## config.mk

```make
export PLATFORM = sky130hd
export DESIGN_NAME = cmdring_fetch
export DESIGN_NICKNAME = d
export VERILOG_FILES = /design/src/rtl/cmdring_pkg.sv /design/src/rtl/cmdring_regs.sv /design/src/rtl/cmdring_reader.sv /design/src/rtl/cmdring_ptr_wb.sv /design/src/rtl/cmdring_fetch.sv
export SDC_FILE = /design/constraint.sdc
export NUM_CORES = 1
export LEC_CHECK = 0
export ABC_AREA = 1
export BUFFER_PORTS_ARGS = -buffer_cell sky130_fd_sc_hd__clkbuf_2
export CAP_MARGIN = 20
export CORE_MARGIN = 5
export CORE_UTILIZATION = 50
export DETAILED_ROUTE_END_ITERATION = 8
export PLACE_DENSITY = 0.78
export REMOVE_ABC_BUFFERS = 1
export SKIP_CTS_REPAIR_TIMING = 1
export SYNTH_ARGS = -nofsm -noshare
export SYNTH_HDL_FRONTEND = slang
export SYNTH_SLANG_ARGS = --single-unit
```

## constraint.sdc

```tcl
create_clock -name clk -period 4.3 [get_ports clk]
set_clock_uncertainty 0.2 [all_clocks]
set_input_delay 0.43 -clock clk [delete_from_list [all_inputs] [get_ports clk]]
set_output_delay 0.43 -clock clk [all_outputs]
set_load 0.05 [all_outputs]
```

## src/rtl/cmdring_pkg.sv

```systemverilog
package cmdring_pkg;
  localparam int ADDR_W      = 40;
  localparam int SZ_W        = 5;
  localparam int CTRL_EN_BIT = 0;
  localparam int CTRL_SZ_LSB = 1;
  localparam int CTRL_WB_BIT = 12;
  localparam int WB_HI_W     = ADDR_W - 32;

  localparam logic [2:0] RA_CTRL = 3'd0;
  localparam logic [2:0] RA_BASE = 3'd1;
  localparam logic [2:0] RA_RPTR = 3'd2;
  localparam logic [2:0] RA_WPTR = 3'd3;
  localparam logic [2:0] RA_WBLO = 3'd4;
  localparam logic [2:0] RA_WBHI = 3'd5;
  localparam logic [2:0] RA_STAT = 3'd6;

  typedef enum logic [1:0] {FS_IDLE, FS_READ, FS_HOLD} fetch_st_e;
endpackage

```

## src/rtl/cmdring_regs.sv

```systemverilog
module cmdring_regs
  import cmdring_pkg::*;
#(
  parameter int IDX_W = 16
) (
  input  logic              clk,
  input  logic              rst_n,
  input  logic              soft_rst,
  input  logic              reg_we,
  input  logic [2:0]        reg_addr,
  input  logic [31:0]       reg_wdata,
  input  logic              advance,
  input  logic              idle,
  output logic [31:0]       reg_rdata,
  output logic              ring_en,
  output logic              wb_en,
  output logic [IDX_W-1:0]  rd_idx,
  output logic [IDX_W-1:0]  wr_idx,
  output logic [31:0]       base_q,
  output logic [ADDR_W-1:0] wb_addr
);
  logic              en_q, en_d, wbe_q, wbe_d;
  logic [SZ_W-1:0]   sz_q, sz_d;
  logic [31:0]       base_d;
  logic [IDX_W-1:0]  rd_q, rd_d, wr_q, wr_d, idx_mask;
  logic [29:0]       wblo_q, wblo_d;
  logic [WB_HI_W-1:0] wbhi_q, wbhi_d;
  logic              upd;

  always_comb begin
    if (int'(sz_q) >= IDX_W) idx_mask = '1;
    else idx_mask = (IDX_W'(1) << sz_q) - IDX_W'(1);
  end

  always_comb begin
    en_d = en_q; wbe_d = wbe_q; sz_d = sz_q; base_d = base_q;
    rd_d = rd_q; wr_d = wr_q; wblo_d = wblo_q; wbhi_d = wbhi_q;
    if (advance) rd_d = (rd_q + IDX_W'(1)) & idx_mask;
    if (reg_we) begin
      unique case (reg_addr)
        RA_CTRL: begin
          en_d  = reg_wdata[CTRL_EN_BIT];
          sz_d  = reg_wdata[CTRL_SZ_LSB +: SZ_W];
          wbe_d = reg_wdata[CTRL_WB_BIT];
        end
        RA_BASE: base_d = reg_wdata;
        RA_RPTR: rd_d   = reg_wdata[IDX_W+1:2];
        RA_WPTR: wr_d   = reg_wdata[IDX_W+1:2];
        RA_WBLO: wblo_d = reg_wdata[31:2];
        RA_WBHI: wbhi_d = reg_wdata[WB_HI_W-1:0];
        default: ;
      endcase
    end
    if (soft_rst) begin
      en_d = 1'b0; wbe_d = 1'b0; sz_d = '0; base_d = '0;
      rd_d = '0; wr_d = '0; wblo_d = '0; wbhi_d = '0;
    end
  end

  assign upd = soft_rst | reg_we | advance;

  always_ff @(posedge clk or negedge rst_n) begin
    if (!rst_n) begin
      en_q <= 1'b0; wbe_q <= 1'b0; sz_q <= '0; base_q <= '0;
      rd_q <= '0; wr_q <= '0; wblo_q <= '0; wbhi_q <= '0;
    end else if (upd) begin
      en_q <= en_d; wbe_q <= wbe_d; sz_q <= sz_d; base_q <= base_d;
      rd_q <= rd_d; wr_q <= wr_d; wblo_q <= wblo_d; wbhi_q <= wbhi_d;
    end
  end

  always_comb begin
    reg_rdata = '0;
    unique case (reg_addr)
      RA_CTRL: begin
        reg_rdata[CTRL_EN_BIT]           = en_q;
        reg_rdata[CTRL_SZ_LSB +: SZ_W]   = sz_q;
        reg_rdata[CTRL_WB_BIT]           = wbe_q;
      end
      RA_BASE: reg_rdata = base_q;
      RA_RPTR: reg_rdata = 32'({rd_q, 2'b00});
      RA_WPTR: reg_rdata = 32'({wr_q, 2'b00});
      RA_WBLO: reg_rdata = {wblo_q, 2'b00};
      RA_WBHI: reg_rdata = 32'(wbhi_q);
      RA_STAT: reg_rdata = {31'd0, idle};
      default: reg_rdata = '0;
    endcase
  end

  assign ring_en = en_q;
  assign wb_en   = wbe_q;
  assign rd_idx  = rd_q;
  assign wr_idx  = wr_q;
  assign wb_addr = {wbhi_q, wblo_q, 2'b00};

  AST_SOFT_CLEAR: assert property (@(posedge clk) disable iff (!rst_n)
    soft_rst |=> (rd_q == '0) && (wr_q == '0) && !en_q && !wbe_q) else $error("soft reset");
endmodule

```

## src/rtl/cmdring_reader.sv

```systemverilog
module cmdring_reader
  import cmdring_pkg::*;
#(
  parameter int IDX_W = 16
) (
  input  logic              clk,
  input  logic              rst_n,
  input  logic              soft_rst,
  input  logic              ring_en,
  input  logic [IDX_W-1:0]  rd_idx,
  input  logic [IDX_W-1:0]  wr_idx,
  input  logic [31:0]       base_q,
  output logic              mem_rd_req,
  output logic [ADDR_W-1:0] mem_rd_addr,
  input  logic              mem_rd_valid,
  input  logic [31:0]       mem_rd_data,
  output logic              cmd_valid,
  output logic [31:0]       cmd_data,
  input  logic              cmd_ready,
  output logic              advance,
  output logic              busy
);
  fetch_st_e         st_q, st_d;
  logic [ADDR_W-1:0] addr_q, addr_d, launch_addr;
  logic [31:0]       data_q, data_d;
  logic              addr_ld, data_ld;

  assign launch_addr = ADDR_W'({base_q, 8'h00}) + ADDR_W'({rd_idx, 2'b00});

  always_comb begin
    st_d = st_q; addr_d = addr_q; data_d = data_q; advance = 1'b0;
    unique case (st_q)
      FS_IDLE: if (ring_en && (rd_idx != wr_idx)) begin
        st_d = FS_READ; addr_d = launch_addr;
      end
      FS_READ: if (mem_rd_valid) begin
        st_d = FS_HOLD; data_d = mem_rd_data;
      end
      FS_HOLD: if (cmd_ready) begin
        st_d = FS_IDLE; advance = 1'b1;
      end
      default: st_d = FS_IDLE;
    endcase
    if (soft_rst) begin
      st_d = FS_IDLE; advance = 1'b0;
    end
  end

  assign addr_ld = (st_q == FS_IDLE);
  assign data_ld = (st_q == FS_READ) && mem_rd_valid;

  always_ff @(posedge clk or negedge rst_n) begin
    if (!rst_n) st_q <= FS_IDLE;
    else        st_q <= st_d;
  end

  always_ff @(posedge clk or negedge rst_n) begin
    if (!rst_n) begin
      addr_q <= '0; data_q <= '0;
    end else begin
      if (addr_ld) addr_q <= addr_d;
      if (data_ld) data_q <= data_d;
    end
  end

  assign mem_rd_req  = (st_q == FS_READ);
  assign mem_rd_addr = addr_q;
  assign cmd_valid   = (st_q == FS_HOLD);
  assign cmd_data    = data_q;
  assign busy        = (st_q != FS_IDLE);

  AST_MEM_HOLD: assert property (@(posedge clk) disable iff (!rst_n)
    (mem_rd_req && !mem_rd_valid && !soft_rst) |=> mem_rd_req && $stable(mem_rd_addr)) else $error("mem hold");
  AST_FETCH_GATED: assert property (@(posedge clk) disable iff (!rst_n)
    $rose(mem_rd_req) |-> $past(ring_en && (rd_idx != wr_idx))) else $error("fetch gated");
  AST_CMD_HOLD: assert property (@(posedge clk) disable iff (!rst_n)
    (cmd_valid && !cmd_ready && !soft_rst) |=> cmd_valid && $stable(cmd_data)) else $error("cmd hold");
  AST_ONE_ROLE: assert property (@(posedge clk) disable iff (!rst_n)
    !(mem_rd_req && cmd_valid)) else $error("read while holding");
endmodule

```

## src/rtl/cmdring_ptr_wb.sv

```systemverilog
module cmdring_ptr_wb
  import cmdring_pkg::*;
(
  input  logic              clk,
  input  logic              rst_n,
  input  logic              soft_rst,
  input  logic              wb_en,
  input  logic              pkt_end,
  input  logic [31:0]       rptr_bytes,
  input  logic [ADDR_W-1:0] wb_addr_in,
  output logic              wb_req,
  output logic [ADDR_W-1:0] wb_addr,
  output logic [31:0]       wb_data,
  input  logic              wb_ack
);
  logic              pend_q, pend_d, busy_q, busy_d, issue;
  logic [31:0]       data_q;
  logic [ADDR_W-1:0] addr_q;

  assign issue = !busy_q && pend_q && wb_en && !soft_rst;

  always_comb begin
    pend_d = pend_q | (pkt_end & wb_en);
    busy_d = busy_q;
    if (issue) begin
      busy_d = 1'b1;
      pend_d = pkt_end & wb_en;
    end
    if (busy_q && wb_ack) busy_d = 1'b0;
    if (!wb_en) pend_d = 1'b0;
    if (soft_rst) begin
      pend_d = 1'b0; busy_d = 1'b0;
    end
  end

  always_ff @(posedge clk or negedge rst_n) begin
    if (!rst_n) begin
      pend_q <= 1'b0; busy_q <= 1'b0;
    end else begin
      pend_q <= pend_d; busy_q <= busy_d;
    end
  end

  always_ff @(posedge clk or negedge rst_n) begin
    if (!rst_n) begin
      data_q <= '0; addr_q <= '0;
    end else if (issue) begin
      data_q <= rptr_bytes; addr_q <= wb_addr_in;
    end
  end

  assign wb_req  = busy_q;
  assign wb_addr = addr_q;
  assign wb_data = data_q;

  AST_WB_HOLD: assert property (@(posedge clk) disable iff (!rst_n)
    (wb_req && !wb_ack && !soft_rst) |=> wb_req && $stable(wb_data) && $stable(wb_addr)) else $error("wb hold");
  AST_WB_OFF: assert property (@(posedge clk) disable iff (!rst_n)
    !wb_en |=> !$rose(wb_req)) else $error("wb while off");
endmodule

```

## src/rtl/cmdring_fetch.sv

```systemverilog
module cmdring_fetch
  import cmdring_pkg::*;
#(
  parameter int IDX_W = 16
) (
  input  logic        clk,
  input  logic        rst_n,
  input  logic        soft_rst,
  input  logic        reg_we,
  input  logic [2:0]  reg_addr,
  input  logic [31:0] reg_wdata,
  output logic [31:0] reg_rdata,
  output logic        mem_rd_req,
  output logic [39:0] mem_rd_addr,
  input  logic        mem_rd_valid,
  input  logic [31:0] mem_rd_data,
  output logic        cmd_valid,
  output logic [31:0] cmd_data,
  input  logic        cmd_ready,
  input  logic        cons_idle,
  input  logic        pkt_end,
  output logic        wb_req,
  output logic [39:0] wb_addr,
  output logic [31:0] wb_data,
  input  logic        wb_ack
);
  logic              ring_en, wb_en, advance, rd_busy, idle;
  logic [IDX_W-1:0]  rd_idx, wr_idx;
  logic [31:0]       base_q;
  logic [ADDR_W-1:0] wb_addr_cfg;

  assign idle = !rd_busy && !(ring_en && (rd_idx != wr_idx)) && cons_idle;

  cmdring_regs #(.IDX_W(IDX_W)) u_regs (
    .clk(clk), .rst_n(rst_n), .soft_rst(soft_rst),
    .reg_we(reg_we), .reg_addr(reg_addr), .reg_wdata(reg_wdata),
    .advance(advance), .idle(idle), .reg_rdata(reg_rdata),
    .ring_en(ring_en), .wb_en(wb_en), .rd_idx(rd_idx), .wr_idx(wr_idx),
    .base_q(base_q), .wb_addr(wb_addr_cfg)
  );

  cmdring_reader #(.IDX_W(IDX_W)) u_reader (
    .clk(clk), .rst_n(rst_n), .soft_rst(soft_rst),
    .ring_en(ring_en), .rd_idx(rd_idx), .wr_idx(wr_idx), .base_q(base_q),
    .mem_rd_req(mem_rd_req), .mem_rd_addr(mem_rd_addr),
    .mem_rd_valid(mem_rd_valid), .mem_rd_data(mem_rd_data),
    .cmd_valid(cmd_valid), .cmd_data(cmd_data), .cmd_ready(cmd_ready),
    .advance(advance), .busy(rd_busy)
  );

  cmdring_ptr_wb u_wb (
    .clk(clk), .rst_n(rst_n), .soft_rst(soft_rst),
    .wb_en(wb_en), .pkt_end(pkt_end),
    .rptr_bytes(32'({rd_idx, 2'b00})), .wb_addr_in(wb_addr_cfg),
    .wb_req(wb_req), .wb_addr(wb_addr), .wb_data(wb_data), .wb_ack(wb_ack)
  );

  AST_IDLE_QUIET: assert property (@(posedge clk) disable iff (!rst_n)
    idle |-> !mem_rd_req && !cmd_valid) else $error("idle while busy");
endmodule

```

-- Word-level counts from Yosys, hierarchy flattened
Cells that the tools add are included.
- bitwise logic cells: 5
- equal/unequal tests: 12
- reductions and logical operators: 30
- shift operators: 1
- muxes and demuxes: 44
- add/subtract/negate cells: 3
- $lt $le $gt $ge: 1
- operator list (cell ; count):
    16-bit 2-to-1 mux ; 8
    32-bit 2-to-1 mux ; 3
    30-bit 2-to-1 mux ; 3
    19-bit one-hot mux with 4 select lines ; 1
    6-bit one-hot mux with 7 select lines ; 1
    40-bit by 18-bit adder with 40-bit output ; 1
    6-bit one-hot mux with 5 select lines ; 1
    8-bit 2-to-1 mux ; 3
    3-bit AND reduction ; 7
    16-bit by 1-bit adder with 16-bit output (second input constant) ; 1
    16-bit bitwise AND ; 1
    16-bit inequality test ; 1
    1-bit by 5-bit left shift with 16-bit output (first input constant) ; 1
    16-bit by 2-bit subtractor with 16-bit output (second input constant) ; 1
    1-bit 2-to-1 mux ; 15
    5-bit 2-to-1 mux ; 3
    2-bit nonzero test ; 7
    3-bit == test (second input constant) ; 3
    1-bit logical AND ; 8
    2-bit 2-to-1 mux ; 4
    3-bit by 2-bit == test with 1-bit output (second input constant) ; 2
    3-bit by 2-bit inequality test with 1-bit output (second input constant) ; 2
    2-bit one-hot mux with 3 select lines ; 1
    5-bit greater-or-equal comparator (second input constant) ; 1
    other kinds (12) ; 17
- bits of input ports: 76
- flip-flop bits (word level): 239
- output and inout bits: 179
- word-level logic and storage cells: 111

-- Depth between registers and ports, before layout
- depth in word-level cells: 8
- gate-level depth with buffers: 15
- gate-level depth less buffers: 14

-- Hierarchy
From an unflattened synthesis, not the netlist that was laid out.
- cell total of the unflattened synthesis: 1763
- area, all modules: 13645.6 µm²
- by module, submodules not included (module ; area each (µm²) ; cells each ; seq. area each (µm²) ; times used):
    cmdring_regs ; 5815.6 ; 739 ; 2727.6 ; 1
    cmdring_reader ; 4484.3 ; 607 ; 1801.7 ; 1
    cmdring_ptr_wb ; 2987.9 ; 323 ; 1851.8 ; 1
    cmdring_fetch ; 357.8 ; 94 ; 0.0 ; 1

-- Worst setup path after synthesis
No wires, ideal clock.
- kind: in2out
- from: in reg_addr[2]
- to: out reg_rdata[10]
- setup slack: 1600 ps
- stages on the path: 4
- required time: 3670 ps
- path buffers: 1
- arrival: 2070 ps
- cell sequence: nor3_2 inv_1 clkbuf_1 o21ai_0
- longest elaborated chain between the ends: 2
- ends and longest elaborated chain (element ; RTL line ; RTL):
    start, declared ; cmdring_fetch.sv:10 ; input logic [2:0] reg_addr,
    3-bit == test, or another cell as far along ; cmdring_regs.sv:74 ; unique case (reg_addr)
    6-bit one-hot mux with 5 select lines (*) ; cmdring_regs.sv:74 ;
    end, declared ; cmdring_fetch.sv:12 ; output logic [31:0] reg_rdata,
Every way passes the cells marked *; elsewhere a longest branch is shown, timed or not.

-- Final worst setup path
- from: reg u_regs.rd_q[14] (netlist: u_regs.rd_idx[14])
- to: out reg_rdata[0]
- longest elaborated chain between the ends: 6
- ends and longest elaborated chain (element ; RTL line ; RTL):
    start, declared ; cmdring_regs.sv:25 ; logic [IDX_W-1:0] rd_q, rd_d, wr_q, wr_d, idx_mask;
    start signal, assigned ; cmdring_regs.sv:68 ; rd_q <= rd_d; wr_q <= wr_d; wblo_q <= wblo_d; wbhi_q <= wbhi_d;
    16-bit inequality test ; cmdring_fetch.sv:32 ; assign idle = !rd_busy && !(ring_en && (rd_idx != wr_idx)) && cons_idle;
    1-bit logical AND ; cmdring_fetch.sv:32 ;
    1-bit zero test ; cmdring_fetch.sv:32 ;
    1-bit logical AND (2 in a row) ; cmdring_fetch.sv:32 ;
    6-bit one-hot mux with 7 select lines ; cmdring_regs.sv:74 ;
Every way passes these cells.

==> impl_results.md <==
- Outcome: finished, violations left
- Failing checks: negative hold slack
- Drt first pass iters: 6
- Worst hold slack: -0.0272 ns
- Min cycle time layout: 3.29 ns
- Crit Path Class: reg -> out
- Max Fanout on Critical Path: 6
- Final setup fails: 0
- Clock Power Share: 0.274
- Slowest-stage cell, CP: dfrtp_1
- Nets: 1889
- Post-detail-place hpwl: 27900 um
- PnR worst setup slack: 1.01 ns
- # IOs: 255
- FF-to-FF path depth: 9
- Worst-skew pair later-pin latency: 0.52 ns
- Buffers on Ports: 234
- WP data required: 3.67 ns
- Max_cap viols: 0
- Crit end category: primary output
- Sequential power share: 0.370
- Area Growth Syn to Fin: 21.2%
- Yosys top cell by area: dfrtp_1
- Most common cell after layout, fill and taps aside: nand2_1
- Hold WC Path Type: in -> reg
- Peak supply drop: 395 uV
- Wirelength, routed: 37600 um
- Synthesized area per cell: 7.95 um2
- Slew Viols, Final: 0
- Top cell by count, worst path: nand2_1
- Most frequent cells in the layout: nand2_1 (469), dfrtp_1 (237), clkbuf_2 (233)
- Starting density of the core: 0.505
- H-tree levels: 1
- CTS buffer count: 25
- Max Clock Freq: 0.304 GHz
- Crit path cell chain: inv_1, nand2_1, a21oi_1, nand2_1, nor2_1, nand3_2, nand2_1, nand3_1, nand2_1, clkbuf_2
- Share of the synthesized area in the top cell type: 0.484
- Total gr overflow: 0
- Clock Tree Buf Depth: 3
- CP startpoint kind: flip-flop
- Via density per instance: 5.34
- Reg2reg start: u_regs.rd_idx[14]$_DFFE_PN0P_
- Die height: 166 um
- Cells after Synth: 1541
- Row cnt: 57
- Max incr delay on CP: 0.50 ns
- DR WL/cell: 17.6 um
- Total negative slack: 0 ns
- Period utilisation layout: 0.765
- Root Driver: clkbuf_16
- Sw Ratio: 0.416
- Worst EP arrival: 2.66 ns
- Initial drt markers: 937
- Via count: 11.4k
- Placer Congestion: 0.947
- Antenna Cells: 0
- Initial antenna violation count: 0
- Power Total: 7.93 mW
- Die width: 166 um
- Lkg Pwr: 7.62 nW
- Synth cell types: 45
- TritonCTS clock tree: built
- Core area: 24200 um2
- R2R Path End: u_reader.mem_rd_addr[19]$_DFFE_PN0P_
- Post-synth EDFFs: 0
- Slew headroom: 0.280
- Hold Startpoint: reg_wdata[14]
- Sequential fraction of the synthesis area: 0.484
- Fillers: 2159
- Largest net degree at the start of global routing: 136
- Tightest Pin Transition: 1.08 ns
- Synthesized area: 12200 um2
- Syn. warnings: 0
- Vias in the first global route: 11.2k
- Share of cells above drive strength 1: 0.196
- Unrepaired setup endpoints after global routing: no
- Hold Vio Cnt, Final: 4
- Pwr dens: 534 nW/um2
- First-pass GRT wire length: 59900 um
- Final ANT Viol Nets: 0
- Synth area leaders: dfrtp_1 (48%), nand2_1 (14%), o21ai_0 (7.5%), inv_1 (5.5%), mux2_2 (3.8%)
- R2r setup slk: 1.49 ns
- Dpl ws: 1.20 ns
- Worst Hold End: u_regs.rd_idx[12]$_DFFE_PN0P_
- DRC Markers: 0
- Hold path cells: 3
- Synth Flop Type: dfrtp_1
- Cell internal pwr: 4.63 mW
- Yosys reg bits: 237
- GR Util All Layers: 0.262
- Comb power frac: 0.356
- Clock Sinks: 237
- Clock transition at the registers of the reported paths: 0.06 ns
- Switching power: 3.30 mW
- Die area: 27700 um2
- Ys async rst share: 1.00
==> cell usage after synthesis (all sizes together) (2+ instances only) <==
cell / number
clkbuf: 27
o221ai: 5
inv: 187
xor2: 12
o22ai: 31
o21ai: 191
nor2: 98
nand3: 64
nor3: 12
nand4: 18
a21oi: 39
o31ai: 2
nor4: 5
buf: 53
nand3b: 4
a211oi: 2
a221oi: 2
a22oi: 3
ha: 12
mux2: 41
a221o: 5
o211ai: 7
nand2: 470
dfrtp: 237
xnor2: 6
==> area by class of cell <==
type | count | area, um2 | area share
Sequential cell | 237 | 5930 | 0.399
Multi-Input combinational cell | 1056 | 5230 | 0.352
Timing Repair Buffer | 293 | 1740 | 0.117
Clock buffer | 34 | 719 | 0.0485
Inverter | 187 | 702 | 0.0473
Tap cell | 324 | 405 | 0.0273
Clock inverter | 11 | 120 | 0.00809
==> worst max-delay path: cells and delay by family (launching register included) <==
kind	cells	cell delay, ns
AOI/OAI and AO/OA	1	0.13
buffers and inverters	2	0.51
DFF	1	0.50
and+or+nand+nor	7	0.99
==> power by group through the flow <==
stage               Clock [mW]  Combinational (mW)  Sequential, mW
floorplan                    0               0.836            4.12
global placement             0                2.76            2.95
detailed placement           0                2.79            2.97
CTS                       2.22                2.80            2.93
global route              2.32                3.00            2.98
finish                    2.18                2.82            2.93
==> worst max-delay path by stage <==
stage / from / endpoint / slack, ns / cells after the start
final: u_regs.rd_idx[14]$_DFFE_PN0P_ / reg_rdata[0] / 1.01 / 10
after detailed placement: reg_addr[1] / reg_rdata[4] / 1.20 / 8
after global placement: reg_addr[0] / reg_rdata[4] / 1.34 / 8
after floorplan: u_wb.wb_req$_DFFE_PN0P_ / u_wb.wb_addr[10]$_DFFE_PN0P_ / 0.69 / 3
after CTS: u_regs.rd_idx[14]$_DFFE_PN0P_ / reg_rdata[0] / 1.08 / 10
after global routing: u_regs.rd_idx[14]$_DFFE_PN0P_ / reg_rdata[0] / 0.91 / 10
==> logic make-up after synthesis <==
logic type,after synthesis,synth area share
XOR/XNOR,18,0.0129
buffers and inverters,267,0.0957
AND/OR/NAND/NOR,673,0.224
multiplexers,41,0.0377
adder cells (fa/ha/maj),13,0.0139
AO/OA/AOI/OAI,291,0.131
other,1,0.000306
flip-flops,237,0.484
==> sequential cells by signal (all words and copies together), names as in the netlist <==
register	cells
u_reader.mem_rd_addr	38
u_wb.wb_addr	38
u_reader.cmd_data	32
u_regs.base_q	32
u_regs.wblo_q	30
u_regs.rd_idx	16
u_regs.wr_idx	16
u_wb.wb_data	16
u_regs.wbhi_q	8
u_regs.sz_q	5
u_reader.st_q	2
u_regs.ring_en	1
u_regs.wb_en	1
u_wb.pend_q	1
u_wb.wb_req	1
==> per-layer routing <==
metal / GRT usage / vias to the layer above / share of wire
li1: - / 5471 / -
met1: 0.377 / 5394 / 0.45
met2: 0.410 / 510 / 0.45
met3: 0.0469 / 69 / 0.078
met4: 0.0790 / 0 / 0.029
met5: 0 / - / 0
==> stage by stage <==
step	instance area, um2	util	std cells
after global routing	14800	0.612	2142
after global placement	13600	0.561	2056
after detailed placement	13600	0.561	2056
final	14800	0.612	2142
after CTS	14400	0.595	2101
after floorplan	11800	-	1480
No activity file was read; power rests on OpenSTA's default activity.
